--- config.mk ---
export PLATFORM = sky130hd
export DESIGN_NAME = pcm_tdm_port
export DESIGN_NICKNAME = d
export VERILOG_FILES = /design/src/rtl/pcm_tdm_pkg.sv /design/src/rtl/pcm_tdm_timer.sv /design/src/rtl/pcm_slot_map.sv /design/src/rtl/pcm_rx_deser.sv /design/src/rtl/pcm_tx_ser.sv /design/src/rtl/pcm_tdm_port.sv
export SDC_FILE = /design/constraint.sdc
export NUM_CORES = 1
export LEC_CHECK = 0
export ABC_AREA = 0
export BUFFER_PORTS_ARGS = -buffer_cell sky130_fd_sc_hd__buf_2
export CAP_MARGIN = 40
export CORE_UTILIZATION = 60
export DETAILED_ROUTE_END_ITERATION = 7
export PLACE_DENSITY = 0.83
export SLEW_MARGIN = 20
export SYNTH_ARGS = -nofsm -noshare
export SYNTH_HDL_FRONTEND = slang
export SYNTH_SLANG_ARGS = --single-unit
export TNS_END_PERCENT = 5
--- constraint.sdc ---
create_clock -name clk_i -period 4.9 [get_ports clk_i]
set_clock_uncertainty 0.1 [all_clocks]
set_input_delay 0.735 -clock clk_i [delete_from_list [all_inputs] [get_ports clk_i]]
set_output_delay 0.735 -clock clk_i [all_outputs]
set_load 0.05 [all_outputs]
--- src/rtl/pcm_tdm_pkg.sv ---
package pcm_tdm_pkg;

  typedef enum logic [1:0] {
    MODE_TS0     = 2'b00,
    MODE_TS2     = 2'b01,
    MODE_TS2_BYP = 2'b10,
    MODE_LIN16   = 2'b11
  } pcm_mode_e;

  typedef struct packed {
    logic data;     // slot carries sample bits
    logic bypass;   // slot is routed dr -> dx
    logic hi_byte;  // slot holds the upper byte of a 16-bit word
    logic last;     // final data slot of the frame
  } slot_attr_t;

endpackage

--- src/rtl/pcm_tdm_timer.sv ---
module pcm_tdm_timer #(
  parameter int NUM_TS    = 32,
  parameter int TS_W      = 8,
  parameter int TS_IDX_W  = $clog2(NUM_TS),
  parameter int BIT_IDX_W = $clog2(TS_W)
) (
  input  logic                 clk_i,
  input  logic                 rst_ni,
  input  logic                 fp_ni,
  output logic                 fp_start_o,
  output logic [TS_IDX_W-1:0]  ts_idx_o,
  output logic [BIT_IDX_W-1:0] bit_idx_o,
  output logic                 half_o,
  output logic                 lock_o
);

  localparam logic [TS_IDX_W-1:0]  TS_LAST  = TS_IDX_W'(NUM_TS - 1);
  localparam logic [BIT_IDX_W-1:0] BIT_LAST = BIT_IDX_W'(TS_W - 1);

  logic fp_q;
  logic frame_term;

  assign fp_start_o = fp_q & ~fp_ni;
  assign frame_term = (ts_idx_o == TS_LAST) && (bit_idx_o == BIT_LAST) && half_o;

  always_ff @(posedge clk_i or negedge rst_ni) begin
    if (!rst_ni) fp_q <= 1'b1;
    else         fp_q <= fp_ni;
  end

  always_ff @(posedge clk_i or negedge rst_ni) begin
    if (!rst_ni) begin
      ts_idx_o  <= '0;
      bit_idx_o <= '0;
      half_o    <= 1'b0;
      lock_o    <= 1'b0;
    end else if (fp_start_o) begin
      ts_idx_o  <= '0;
      bit_idx_o <= '0;
      half_o    <= 1'b0;
      lock_o    <= 1'b1;
    end else begin
      half_o <= ~half_o;
      if (half_o) begin
        if (bit_idx_o == BIT_LAST) begin
          bit_idx_o <= '0;
          ts_idx_o  <= (ts_idx_o == TS_LAST) ? '0 : ts_idx_o + 1'b1;
        end else begin
          bit_idx_o <= bit_idx_o + 1'b1;
        end
      end
      // expected pulse missing at frame end
      if (frame_term) lock_o <= 1'b0;
    end
  end

endmodule

--- src/rtl/pcm_slot_map.sv ---
module pcm_slot_map
  import pcm_tdm_pkg::*;
#(
  parameter int TS_IDX_W = 5
) (
  input  pcm_mode_e            mode_i,
  input  logic [TS_IDX_W-1:0]  ts_idx_i,
  output slot_attr_t           attr_o
);

  localparam logic [TS_IDX_W-1:0] TS_0 = TS_IDX_W'(0);
  localparam logic [TS_IDX_W-1:0] TS_1 = TS_IDX_W'(1);
  localparam logic [TS_IDX_W-1:0] TS_2 = TS_IDX_W'(2);

  always_comb begin
    attr_o = '0;
    unique case (mode_i)
      MODE_TS0: begin
        attr_o.data = (ts_idx_i == TS_0);
        attr_o.last = (ts_idx_i == TS_0);
      end
      MODE_TS2: begin
        attr_o.data = (ts_idx_i == TS_2);
        attr_o.last = (ts_idx_i == TS_2);
      end
      MODE_TS2_BYP: begin
        attr_o.data   = (ts_idx_i == TS_2);
        attr_o.last   = (ts_idx_i == TS_2);
        attr_o.bypass = (ts_idx_i == TS_0) || (ts_idx_i == TS_1);
      end
      MODE_LIN16: begin
        attr_o.data    = (ts_idx_i == TS_0) || (ts_idx_i == TS_1);
        attr_o.hi_byte = (ts_idx_i == TS_0);
        attr_o.last    = (ts_idx_i == TS_1);
      end
      default: attr_o = '0;
    endcase
  end

endmodule

--- src/rtl/pcm_rx_deser.sv ---
module pcm_rx_deser #(
  parameter int TS_W     = 8,
  parameter int SAMPLE_W = 16
) (
  input  logic                clk_i,
  input  logic                rst_ni,
  input  logic                sample_en_i,
  input  logic                word_end_i,
  input  logic                wide_i,
  input  logic                dr_i,
  output logic [SAMPLE_W-1:0] rx_data_o,
  output logic                rx_valid_o
);

  logic [SAMPLE_W-2:0] shift_q;
  logic [SAMPLE_W-1:0] shift_nx;

  assign shift_nx = {shift_q, dr_i};

  always_ff @(posedge clk_i or negedge rst_ni) begin
    if (!rst_ni) begin
      shift_q    <= '0;
      rx_data_o  <= '0;
      rx_valid_o <= 1'b0;
    end else begin
      rx_valid_o <= 1'b0;
      if (sample_en_i) begin
        shift_q <= shift_nx[SAMPLE_W-2:0];
        if (word_end_i) begin
          rx_data_o  <= wide_i ? shift_nx
                               : {{(SAMPLE_W-TS_W){1'b0}}, shift_nx[TS_W-1:0]};
          rx_valid_o <= 1'b1;
        end
      end
    end
  end

endmodule

--- src/rtl/pcm_tx_ser.sv ---
module pcm_tx_ser #(
  parameter int TS_W      = 8,
  parameter int SAMPLE_W  = 16,
  parameter int BIT_IDX_W = $clog2(TS_W)
) (
  input  logic                 clk_i,
  input  logic                 rst_ni,
  input  logic                 load_i,
  input  logic [SAMPLE_W-1:0]  tx_data_i,
  input  logic                 hi_byte_i,
  input  logic [BIT_IDX_W-1:0] bit_idx_i,
  output logic                 tx_bit_o
);

  logic [SAMPLE_W-1:0]  hold_q;
  logic [BIT_IDX_W:0]   sel;

  always_ff @(posedge clk_i or negedge rst_ni) begin
    if (!rst_ni)     hold_q <= '0;
    else if (load_i) hold_q <= tx_data_i;
  end

  // TS_W is a power of two: ~bit_idx is TS_W-1-bit_idx (MSB first)
  assign sel      = {hi_byte_i, ~bit_idx_i};
  assign tx_bit_o = hold_q[sel];

endmodule

--- src/rtl/pcm_tdm_port.sv ---
module pcm_tdm_port
  import pcm_tdm_pkg::*;
#(
  parameter int NUM_TS = 32,
  parameter int TS_W   = 8
) (
  input  logic              clk_i,
  input  logic              rst_ni,
  input  logic              fp_ni,
  input  logic [1:0]        mode_i,
  input  logic [2*TS_W-1:0] tx_data_i,
  input  logic              dr_i,
  output logic              dx_o,
  output logic              dx_oe_o,
  output logic [2*TS_W-1:0] rx_data_o,
  output logic              rx_valid_o,
  output logic              frame_lock_o
);

  localparam int SAMPLE_W  = 2 * TS_W;
  localparam int TS_IDX_W  = $clog2(NUM_TS);
  localparam int BIT_IDX_W = $clog2(TS_W);
  localparam logic [BIT_IDX_W-1:0] BIT_LAST = BIT_IDX_W'(TS_W - 1);

  logic                 fp_start;
  logic [TS_IDX_W-1:0]  ts_idx;
  logic [BIT_IDX_W-1:0] bit_idx;
  logic                 half;
  pcm_mode_e            mode_q;
  slot_attr_t           attr;
  logic                 tx_bit;

  pcm_tdm_timer #(
    .NUM_TS(NUM_TS), .TS_W(TS_W), .TS_IDX_W(TS_IDX_W), .BIT_IDX_W(BIT_IDX_W)
  ) u_timer (
    .clk_i, .rst_ni, .fp_ni,
    .fp_start_o(fp_start),
    .ts_idx_o  (ts_idx),
    .bit_idx_o (bit_idx),
    .half_o    (half),
    .lock_o    (frame_lock_o)
  );

  always_ff @(posedge clk_i or negedge rst_ni) begin
    if (!rst_ni)       mode_q <= MODE_TS0;
    else if (fp_start) mode_q <= pcm_mode_e'(mode_i);
  end

  pcm_slot_map #(.TS_IDX_W(TS_IDX_W)) u_map (
    .mode_i  (mode_q),
    .ts_idx_i(ts_idx),
    .attr_o  (attr)
  );

  pcm_rx_deser #(.TS_W(TS_W), .SAMPLE_W(SAMPLE_W)) u_rx (
    .clk_i, .rst_ni,
    .sample_en_i(frame_lock_o && attr.data && half),
    .word_end_i (attr.last && (bit_idx == BIT_LAST)),
    .wide_i     (mode_q == MODE_LIN16),
    .dr_i,
    .rx_data_o,
    .rx_valid_o
  );

  pcm_tx_ser #(.TS_W(TS_W), .SAMPLE_W(SAMPLE_W), .BIT_IDX_W(BIT_IDX_W)) u_tx (
    .clk_i, .rst_ni,
    .load_i   (fp_start),
    .tx_data_i,
    .hi_byte_i(attr.hi_byte),
    .bit_idx_i(bit_idx),
    .tx_bit_o (tx_bit)
  );

  assign dx_oe_o = frame_lock_o && (attr.data || attr.bypass);
  assign dx_o    = !dx_oe_o ? 1'b0 : (attr.bypass ? dr_i : tx_bit);

endmodule

==> results of run 1 <==
==> worst max-delay path by stage <==
stage,startpoint,to,slack [ns],cells after the start
floorplan,u_timer.ts_idx_o[0],dx_o,2.15,6
global placement,u_timer.ts_idx_o[0],dx_o,1.98,7
detailed placement,u_timer.ts_idx_o[0],dx_o,1.89,7
CTS,u_timer.ts_idx_o[0],dx_o,1.52,7
global route,u_timer.ts_idx_o[0],dx_o,1.41,7
finish,u_timer.ts_idx_o[0],dx_o,1.54,7
==> flip-flops by register name (all words and copies together) (netlist names) <==
register,cells
u_rx.shift_q,15
mode_q,2
u_timer.bit_idx_o,3
u_timer.half_o,1
u_rx.rx_data_o,16
u_rx.rx_valid_o,1
u_tx.hold_q,16
u_timer.lock_o,1
u_timer.ts_idx_o,5
u_timer.fp_q,1
==> power by group through the flow <==
stage,combinational (mW),clock (mW),sequential (mW)
finish,0.276,0.365,0.667
global route,0.297,0.397,0.679
CTS,0.277,0.378,0.667
detailed placement,0.276,0,0.675
global placement,0.266,0,0.667
floorplan,0.211,0,0.662
==> critical path: stages, from the launching register on <==
cell and delay (ns):
dfrtp_1 0.44, inv_1 0.12, ha_1 0.24, or4b_2 0.63, o211ai_1 0.20, nand4_1 0.12
a31o_2 0.25, buf_2 0.21
==> routing by layer <==
| layer | vias to the layer above | global-route usage, % | part of all wire (%) |
|---|---|---|---|
| met5 | - | 0 | 0 |
| met4 | 0 | 12.4 | 2.1 |
| met3 | 12 | 5.56 | 3.2 |
| met2 | 35 | 38.2 | 53 |
| met1 | 926 | 27.8 | 42 |
| li1 | 857 | - | - |
==> cells in the mapped netlist, drive strengths merged, types with 2 or more instances <==
cell and n:
nor3 4, ha 10, nand3 4, mux4 4
nor2 6, clkbuf 4, buf 4, nand2 15
inv 16, mux2 39, or4b 2, a211oi 2
mux2i 9, a31oi 3, o211ai 4, o21ai 6
a21oi 8, dfrtp 60, nand4 4
==> final cells by class <==
type / count / area [µm²] / share of cell area, %
inverters: 16 / 60.1 / 1.83
clock buffers: 11 / 131 / 4.01
multi-input cells: 129 / 1200 / 36.7
well taps: 52 / 65.1 / 1.99
clock inverters: 5 / 27.5 / 0.841
flip-flops and latches: 61 / 1530 / 46.7
repair buffers: 45 / 259 / 7.91
==> metrics by stage <==
step | cell area [µm²] | cells | hold slack [ns]
final | 3270 | 319 | 0.176
after CTS | 3250 | 318 | 0.402
after floorplan | 2840 | 214 | 0.339
after global placement | 3080 | 301 | 0.386
after detailed placement | 3090 | 302 | 0.394
after global routing | 3270 | 319 | 0.166
==> cells by family after synthesis <==
kind of cell	Yosys count	share of synthesized area, %
flip-flops	61	53.8
multiplexers	52	23.3
AND/OR/NAND/NOR	40	7.63
AO/OA/AOI/OAI	27	6.97
buffers and inverters	24	3.88
adder cells (fa/ha/maj)	10	4.41
==> reports/metrics.yaml, run 1 <==
yosys:
  ys_top_cells_by_area: "dfrtp_1 53%, mux2_2 11%, mux2_4 5.8%"
  synth_fp_nets: 246
  synthArstFlopShare_pct: 100
  yosys.cell_types.count: 37
  seq_area_frac_synth_pct: 53.8
  synth_ff_type: "dfrtp_1"
  synth_edf_count: 0
  synth-seq-cells: 61
  synthCells: 214
  syn_area_per_cell_um2: 13.3
  netlist_area_um2: 2840
  yosysTopAreaCell: "dfrtp_1"
  synth_warnings: 0
  yosysTopAreaCellShare_pct: 52.9
sta:
  worst_pin_slew_ns: 0.475
  fmaxAchievable_mhz: 298
  period_minus_slack_ns: 3.36
  rsz0062_at_grt: "false"
  setup_ws_ns: 1.54
  tns_ns: 0
  finalCritPeriodShare_pct: 68.6
  slew_viol_final: 0
  hold_viol_final: 0
  setup_viol: 0
  slew_headroom_pct: 68.3
clocking:
  root_buffer: "clkbuf_8"
  post-cts-setup-buffers: 0
  numCtsBuffers: 9
  cts_hold_buf: 0
  clk_latency_ns: 0.34
  ctsResizeCount: 0
  htree_num_levels: 3
  cts_tree: "built"
  cts_sinks: 61
  ctsLongestPathBuffers: 2
  clk_pin_slew_worst_paths_ns: 0.06
cells_and_area:
  syn_to_final_growth_pct: 15.3
  final_core_util_pct: 73.6
  final_nets: 294
  layout_common_cells: "60 x dfrtp_1, 41 x buf_2, 28 x mux2_2, 16 x inv_1, 15 x nand2_1"
  layout_commonest_cell: "dfrtp_1"
  n_antenna_cell: 0
  drive_gt1_share_pct: 42.3
  num-fill-cells: 310
power_and_ir_drop:
  irDropWorstVdd_mv: 0.266
  p_leak_nw: 1.57
  internal_power_mw: 0.924
  clkPwrFrac_pct: 27.9
  pwr-share-comb_pct: 21.1
  swShare_pct: 29.4
  power.switching_mw: 0.384
  seqPwrFrac_pct: 51.0
  design_power_total_mw: 1.31
  cellPowerDensity_nw_per_um2: 400
worst_setup_path:
  crit_path_max_fanout: 7
  worstSetupEndpointType: "primary output"
  timing.rr.end: "u_rx.rx_data_o[3]"
  cp.arrival_ns: 2.52
  r2r_slack_ns: 2.43
  crit_type: "register to primary output"
  worstReg2RegStart: "u_timer.bit_idx_o[0]"
  startpoint_type: "register"
  r2r_cells: 6
  required_ns: 4.07
floorplan:
  rows: 24
  core_um2: 4440
  fp.dieH_um: 70.8
  die_w_um: 70.8
  initial_core_util_pct: 63.9
  ioPinCount: 42
  die_area_um2: 5010
detailed_routing:
  viasPerCell: 5.74
  wl_per_cell_um: 15.5
  finalWirelength_mm: 4.94
  num_vias: 1830
  drtAntennaViolNets: 0
  drtPass1Iterations: 6
  drt_iter0_drc: 109
  drcViolationCount: 6
global_route:
  grt_overflow: 0
  grt_pass1_vias: 1864
  antenna_found_initial: 0
  grt_pass1_wl_mm: 8.52
  grt_start_max_net_pins: 62
  grtUsageTotal_pct: 23.0
run_status:
  violations: "design-rule violations"
  status: "finished with violations"
flow_run:
  max-cap-violations: 0
place:
  pre_cts_slack_ns: 1.89
  portBuffers: 41
  dpl.hpwl_mm: 3.51
  place_congestion: 0.865
worst_hold_path:
  hp-class: "input port to asynchronous set/reset pin"
(Power assumes the default switching activity.)
==> inputs of run 2 (changes only) <==
- CORE_UTILIZATION: 60 -> 56
- PLACE_DENSITY: 0.83 -> 0.79
- clock period: 4.9 -> 3.15 ns (I/O delays scaled with it)
==> run 2 against run 1 <==
Effect of this change:
- the flow now finishes without violations
- core utilization fell by 3.5 points
- largest cell class unchanged
- total power up 59%
- cell count is 6.6% higher
- sequential cell count unchanged
- combinational power increased by 59%
- largest power group unchanged
- highest routed layer unchanged
- first-iteration DRC count decreased by 4.6%
- count of clock-buffer cells in the layout rose by 1
- design area rose by 2.6%
- die area is 6.9% higher
- sequential share of layout area shrank 1.1 points
- critical endpoint unchanged
==> reports/metrics.yaml, run 2 (synthesized netlist as in run 1, its figures left out) <==
power_and_ir_drop:
  irDropWorstVdd_mv: 0.404  # +52%
  p_leak_nw: 1.60  # +2.0%
  cellPowerDensity_nw_per_um2: 620  # +55%
clocking:
  cts_sinks: 61  # unchanged
  root_buffer: "clkbuf_8"
  clk_pin_slew_worst_paths_ns: 0.06  # about the same
  cts_tree: "built"
  htree_num_levels: 3  # unchanged
  clk_latency_ns: 0.34  # about the same
  numCtsBuffers: 9  # unchanged
  ctsLongestPathBuffers: 2  # unchanged
detailed_routing:
  num_vias: 1813  # -0.93%
  wl_per_cell_um: 14.4  # -7.4%
  finalWirelength_mm: 4.88  # -1.3%
  drtPass1Iterations: 4  # -2
  viasPerCell: 5.33  # -7.0%
  drcViolationCount: 0  # -6
  drtAntennaViolNets: 0  # unchanged
  drt_iter0_drc: 104  # -4.6%
floorplan:
  die_w_um: 73.2  # +3.4%
  rows: 25  # +4.2%
  initial_core_util_pct: 59.3  # -4.6 points
  core_um2: 4790  # +7.7%
  die_area_um2: 5360  # +6.9%
  fp.dieH_um: 73.2  # +3.4%
  ioPinCount: 42  # unchanged
cells_and_area:
  final_nets: 300  # +2.0%
  syn_to_final_growth_pct: 18.3
  layout_commonest_cell: "dfrtp_1"
  final_core_util_pct: 70.2  # -3.5 points
  top_regs: "u_rx.rx_data_o (16), u_tx.hold_q (16), u_rx.shift_q (15)"
  n_antenna_cell: 0  # unchanged
  layout_common_cells: "58 x dfrtp_1, 40 x buf_2, 28 x mux2_2, 16 x inv_1, 15 x nand2_1"
  drive_gt1_share_pct: 44.7  # +2.4 points
  final_cell_area_um2: 3360  # +2.6%
place:
  postPlaceCellArea_um2: 3140  # +1.6%
  dpl.hpwl_mm: 3.56  # +1.3%
  place_congestion: 0.806  # -6.8%
  portBuffers: 41  # unchanged
run_status:
  status: "complete, no violations"
sta:
  hold_viol_final: 0  # unchanged
  rsz0062_at_grt: "false"
  tns_ns: 0  # unchanged
  fmaxAchievable_mhz: 328
  worst_pin_slew_ns: 0.573  # +0.0979 ns
  slew_headroom_pct: 61.7  # -6.7 points
  setup_viol: 0  # unchanged
  finalCritPeriodShare_pct: 96.8
  slew_viol_final: 0  # unchanged
  period_minus_slack_ns: 3.05
worst_hold_path:
  hold_path_startpoint: "fp_ni"
  hp-class: "input port to register"
worst_setup_path:
  crit_start: "u_timer.ts_idx_o[1]"
  crit_path_max_fanout: 6  # -1
  cp.arrival_ns: 2.48  # -0.04 ns
  worstReg2RegStart: "u_timer.bit_idx_o[0]"
  startpoint_type: "register"
  worstSetupEndpointType: "primary output"
  required_ns: 2.58  # -1.49 ns
  crit_type: "register to primary output"
global_route:
  grt_overflow: 0  # unchanged
  grt_pass1_vias: 1804  # -3.2%
  antenna_found_initial: 0  # unchanged
  grt_start_max_net_pins: 29  # -53%
  grt_pass1_wl_mm: 8.24  # -3.3%
  grtUsageTotal_pct: 21.5  # -1.5 points
flow_run:
  max-cap-violations: 0  # unchanged
## run 2: cell count changes in the layout (fill, tap and decap cells not counted), sizes merged
cell	previous run	this run
dlygate4sd3	0	1
clkinv	4	3
clkbuf	11	13
buf	45	49
## run 2: metal layers
layer	track usage (%)	wire [µm]
met1	26.8	2210
met4	11.8	143
met5	0	0
met2	34.0	2360
met3	5.80	166
## run 2: path summary, 6_finish.rpt
check | end | slack, ns | cells after the start
max reg2reg | u_rx.rx_data_o[11] | 0.60 | 6
min in group asynchronous | u_rx.rx_data_o[15] | 0.45 | 2
max in group asynchronous | u_timer.fp_q | 1.99 | 3
min | u_timer.fp_q | 0.14 | 1
max | dx_o | 0.10 | 7
min reg2reg | u_rx.rx_data_o[3] | 0.40 | 1
## run 2: stage by stage
stage                     instances  power [mW]  hold WS [ns]  worst slack [ns]
after CTS                       337        2.10         0.136            0.0478
after floorplan                 214        1.36        0.0769             0.663
after global routing            340        2.19         0.140            0.0130
after detailed placement        320        1.48         0.277             0.434
final                           340        2.08         0.143             0.102
after global placement          319        1.45         0.386             0.477
## run 2: what timing repair did
action	CTS	global route
setup buffers	0	2
endpoints found under the setup margin	0	1
resized for setup	0	4
endpoints found under the hold margin	9	0
hold buffers	1	0
## run 2: where the power goes
group / total, mW / internal [mW] / leakage (nW) / switching [mW]
combinational: 0.438 / 0.242 / 0.733 / 0.196
sequential: 1.03 / 0.922 / 0.776 / 0.109
clock: 0.613 / 0.324 / 0.0921 / 0.289
total: 2.08 / 1.49 / 1.60 / 0.594
## run 2: critical path, cell delays in order (launching register included)
cell and delay, ns:
dfrtp_2 0.44, inv_1 0.09, ha_2 0.21, or4b_2 0.61
o211ai_1 0.19, nand4_1 0.13, a31o_2 0.25, clkbuf_4 0.20
## run 2: cell type report
class / count / area (µm²)
sequential: 61 / 1530
fill: 343 / 1430
multi-input combinational: 129 / 1200
timing repair buffer: 51 / 302
clock buffer: 12 / 155
tap: 67 / 83.8
inverter: 16 / 60.1
clock inverter: 4 / 22.5
==> inputs of run 3 (changes only) <==
- CORE_UTILIZATION: 56 -> 55
- PLACE_DENSITY: 0.79 -> 0.77
==> run 3 against run 2 <==
Effect of this change:
- combinational power is 2% lower
- first-iteration DRC count shrank 38%
- sequential share of layout area shrank 0.19 points
- routed wire length grew 0.74%
- sequential cell count stayed put
- largest power group unchanged
==> reports/metrics.yaml, run 3 (synthesized netlist as in run 1, its figures left out) <==
cells_and_area:
  layout_common_cells: "59 x dfrtp_1, 40 x buf_2, 28 x mux2_2, 16 x inv_1, 15 x nand2_1"
  multi_input_area_um2: 1210  # +0.83%
  num-fill-cells: 343  # unchanged
  top_regs: "u_rx.rx_data_o (16), u_tx.hold_q (16), u_rx.shift_q (15)"
  layout_commonest_cell: "dfrtp_1"
  seq_area_um2: 1530  # about the same
  n_antenna_cell: 0  # unchanged
  final_core_util_pct: 69.5  # -0.67 points
  drive_gt1_share_pct: 44.6  # about the same
  final_nets: 298  # -0.67%
  syn_to_final_growth_pct: 18.7
clocking:
  cts_hold_buf: 0  # -1
  root_buffer: "clkbuf_8"
  ctsLongestPathBuffers: 2  # unchanged
  numCtsBuffers: 9  # unchanged
  cts_sinks: 61  # unchanged
  clk_latency_ns: 0.33  # about the same
  cts_tree: "built"
  clk_pin_slew_worst_paths_ns: 0.07  # about the same
  htree_num_levels: 3  # unchanged
worst_setup_path:
  crit_path_max_fanout: 6  # unchanged
  worstReg2RegStart: "u_timer.bit_idx_o[0]"
  crit_family: "simple AND/OR/NAND/NOR gates"
  timing.critical_path.cells: "inv_1, ha_4, or4b_2, o211ai_1, nand4_1, a31o_2, clkbuf_4"
  cp.arrival_ns: 2.48  # about the same
  required_ns: 2.58  # about the same
  critPathSlowestCell: "or4b_2"
  r2r_cells: 6  # unchanged
  timing.rr.end: "u_rx.rx_data_o[15]"
  critPathBufInv: 2  # unchanged
  worstSetupEndpointType: "primary output"
  r2r_slack_ns: 0.56  # -0.04 ns
  startpoint_type: "register"
  crit_type: "register to primary output"
  slowest_delay_ns: 0.61  # about the same
floorplan:
  die_area_um2: 5450  # +1.8%
  initial_core_util_pct: 58.5  # -0.77 points
  die_w_um: 73.8  # +0.88%
  ioPinCount: 42  # unchanged
  core_um2: 4850  # +1.3%
  fp.dieH_um: 73.8  # +0.88%
  rows: 25  # unchanged
worst_hold_path:
  hp-class: "input port to asynchronous set/reset pin"
global_route:
  antenna_found_initial: 0  # unchanged
  grtUsageTotal_pct: 21.0  # -0.43 points
  grt_overflow: 0  # unchanged
  grt_pass1_wl_mm: 8.23  # about the same
  grt_start_max_net_pins: 34  # +17%
  grt_pass1_vias: 1770  # -1.9%
place:
  dpl.hpwl_mm: 3.38  # -5.0%
  portBuffers: 41  # unchanged
  place_congestion: 0.821  # +1.8%
sta:
  slew_headroom_pct: 60.7  # -0.99 points
  worst_pin_slew_ns: 0.588  # +0.0148 ns
  setup_viol: 0  # unchanged
  fmaxAchievable_mhz: 328  # about the same
  rsz0062_at_grt: "false"
  finalCritPeriodShare_pct: 96.8  # about the same
  tns_ns: 0  # unchanged
  hold_viol_final: 0  # unchanged
  period_minus_slack_ns: 3.05  # +0.00101 ns
  slew_viol_final: 0  # unchanged
detailed_routing:
  drtAntennaViolNets: 0  # unchanged
  drtPass1Iterations: 4  # unchanged
  drcViolationCount: 0  # unchanged
  drt_iter0_drc: 65  # -38%
  wl_per_cell_um: 14.5  # +1.3%
  viasPerCell: 5.34  # +0.15%
  num_vias: 1805  # -0.44%
  finalWirelength_mm: 4.92  # +0.74%
flow_run:
  max-cap-violations: 0  # unchanged
run_status:
  status: "complete, no violations"
power_and_ir_drop:
  p_leak_nw: 1.61  # +0.67%
  cellPowerDensity_nw_per_um2: 649  # +4.7%
  irDropWorstVdd_mv: 0.440  # +8.7%
-- run 3: changes by cell type in the layout (fill, tap and decap cells not counted) --
cell	previous run	this run
buf_12	1	0
bufinv_16	0	1
clkbuf_1	1	0
clkbuf_8	11	12
clkinvlp_4	1	0
dfrtp_1	58	59
dfrtp_2	2	1
dlygate4sd3_1	1	0
ha_2	1	0
ha_4	0	1
-- run 3: layout make-up --
cell class / instances / share of cell area, %
Sequential cell: 61 / 45.4
Clock inverter: 4 / 1.34
Inverter: 16 / 1.78
Clock buffer: 12 / 4.90
Tap cell: 67 / 2.49
Timing Repair Buffer: 49 / 8.06
Multi-Input combinational cell: 129 / 36.1
-- run 3: repair_timing --
action                                  in CTS  in global routing
resized for setup                            0                  4
hold endpoints to repair                     0                  0
endpoints found under the setup margin       0                  1
setup buffers                                0                  3
-- run 3: stage by stage --
step | instance area (µm²) | power [mW] | instances | setup slack, ns | hold slack [ns]
detailed placement | 3110 | 1.48 | 318 | 0.431 | 0.391
CTS | 3320 | 2.20 | 334 | 0.0480 | 0.0518
global placement | 3110 | 1.45 | 318 | 0.496 | 0.386
global route | 3370 | 2.29 | 338 | 0.00139 | 0.0781
floorplan | 2840 | 1.36 | 214 | 0.663 | 0.0769
finish | 3370 | 2.19 | 338 | 0.101 | 0.0487
-- run 3: power by group --
group	switching, mW	internal [mW]
sequential	0.113	0.921
clock	0.296	0.426
combinational	0.191	0.239
total	0.600	1.59
-- run 3: worst max-delay path by stage --
stage                         from  endpoint  slack [ns]  depth (start not counted)
3_5_place_dp   u_timer.ts_idx_o[0]      dx_o        0.43                          7
4_1_cts        u_timer.ts_idx_o[0]      dx_o        0.05                          7
6_report       u_timer.ts_idx_o[1]      dx_o        0.10                          7
2_1_floorplan  u_timer.ts_idx_o[0]      dx_o        0.66                          6
5_1_grt        u_timer.ts_idx_o[1]      dx_o       0.001                          7
3_3_place_gp   u_timer.ts_idx_o[0]      dx_o        0.50                          7
-- run 3: metal layers --
| layer | global-route usage, % | part of all wire (%) | up-vias |
|---|---|---|---|
| met3 | 5.76 | 2.7 | 10 |
| li1 | - | - | 862 |
| met1 | 26.8 | 46 | 893 |
| met2 | 33.2 | 49 | 40 |
| met5 | 0 | 0 | - |
| met4 | 10.0 | 2.2 | 0 |
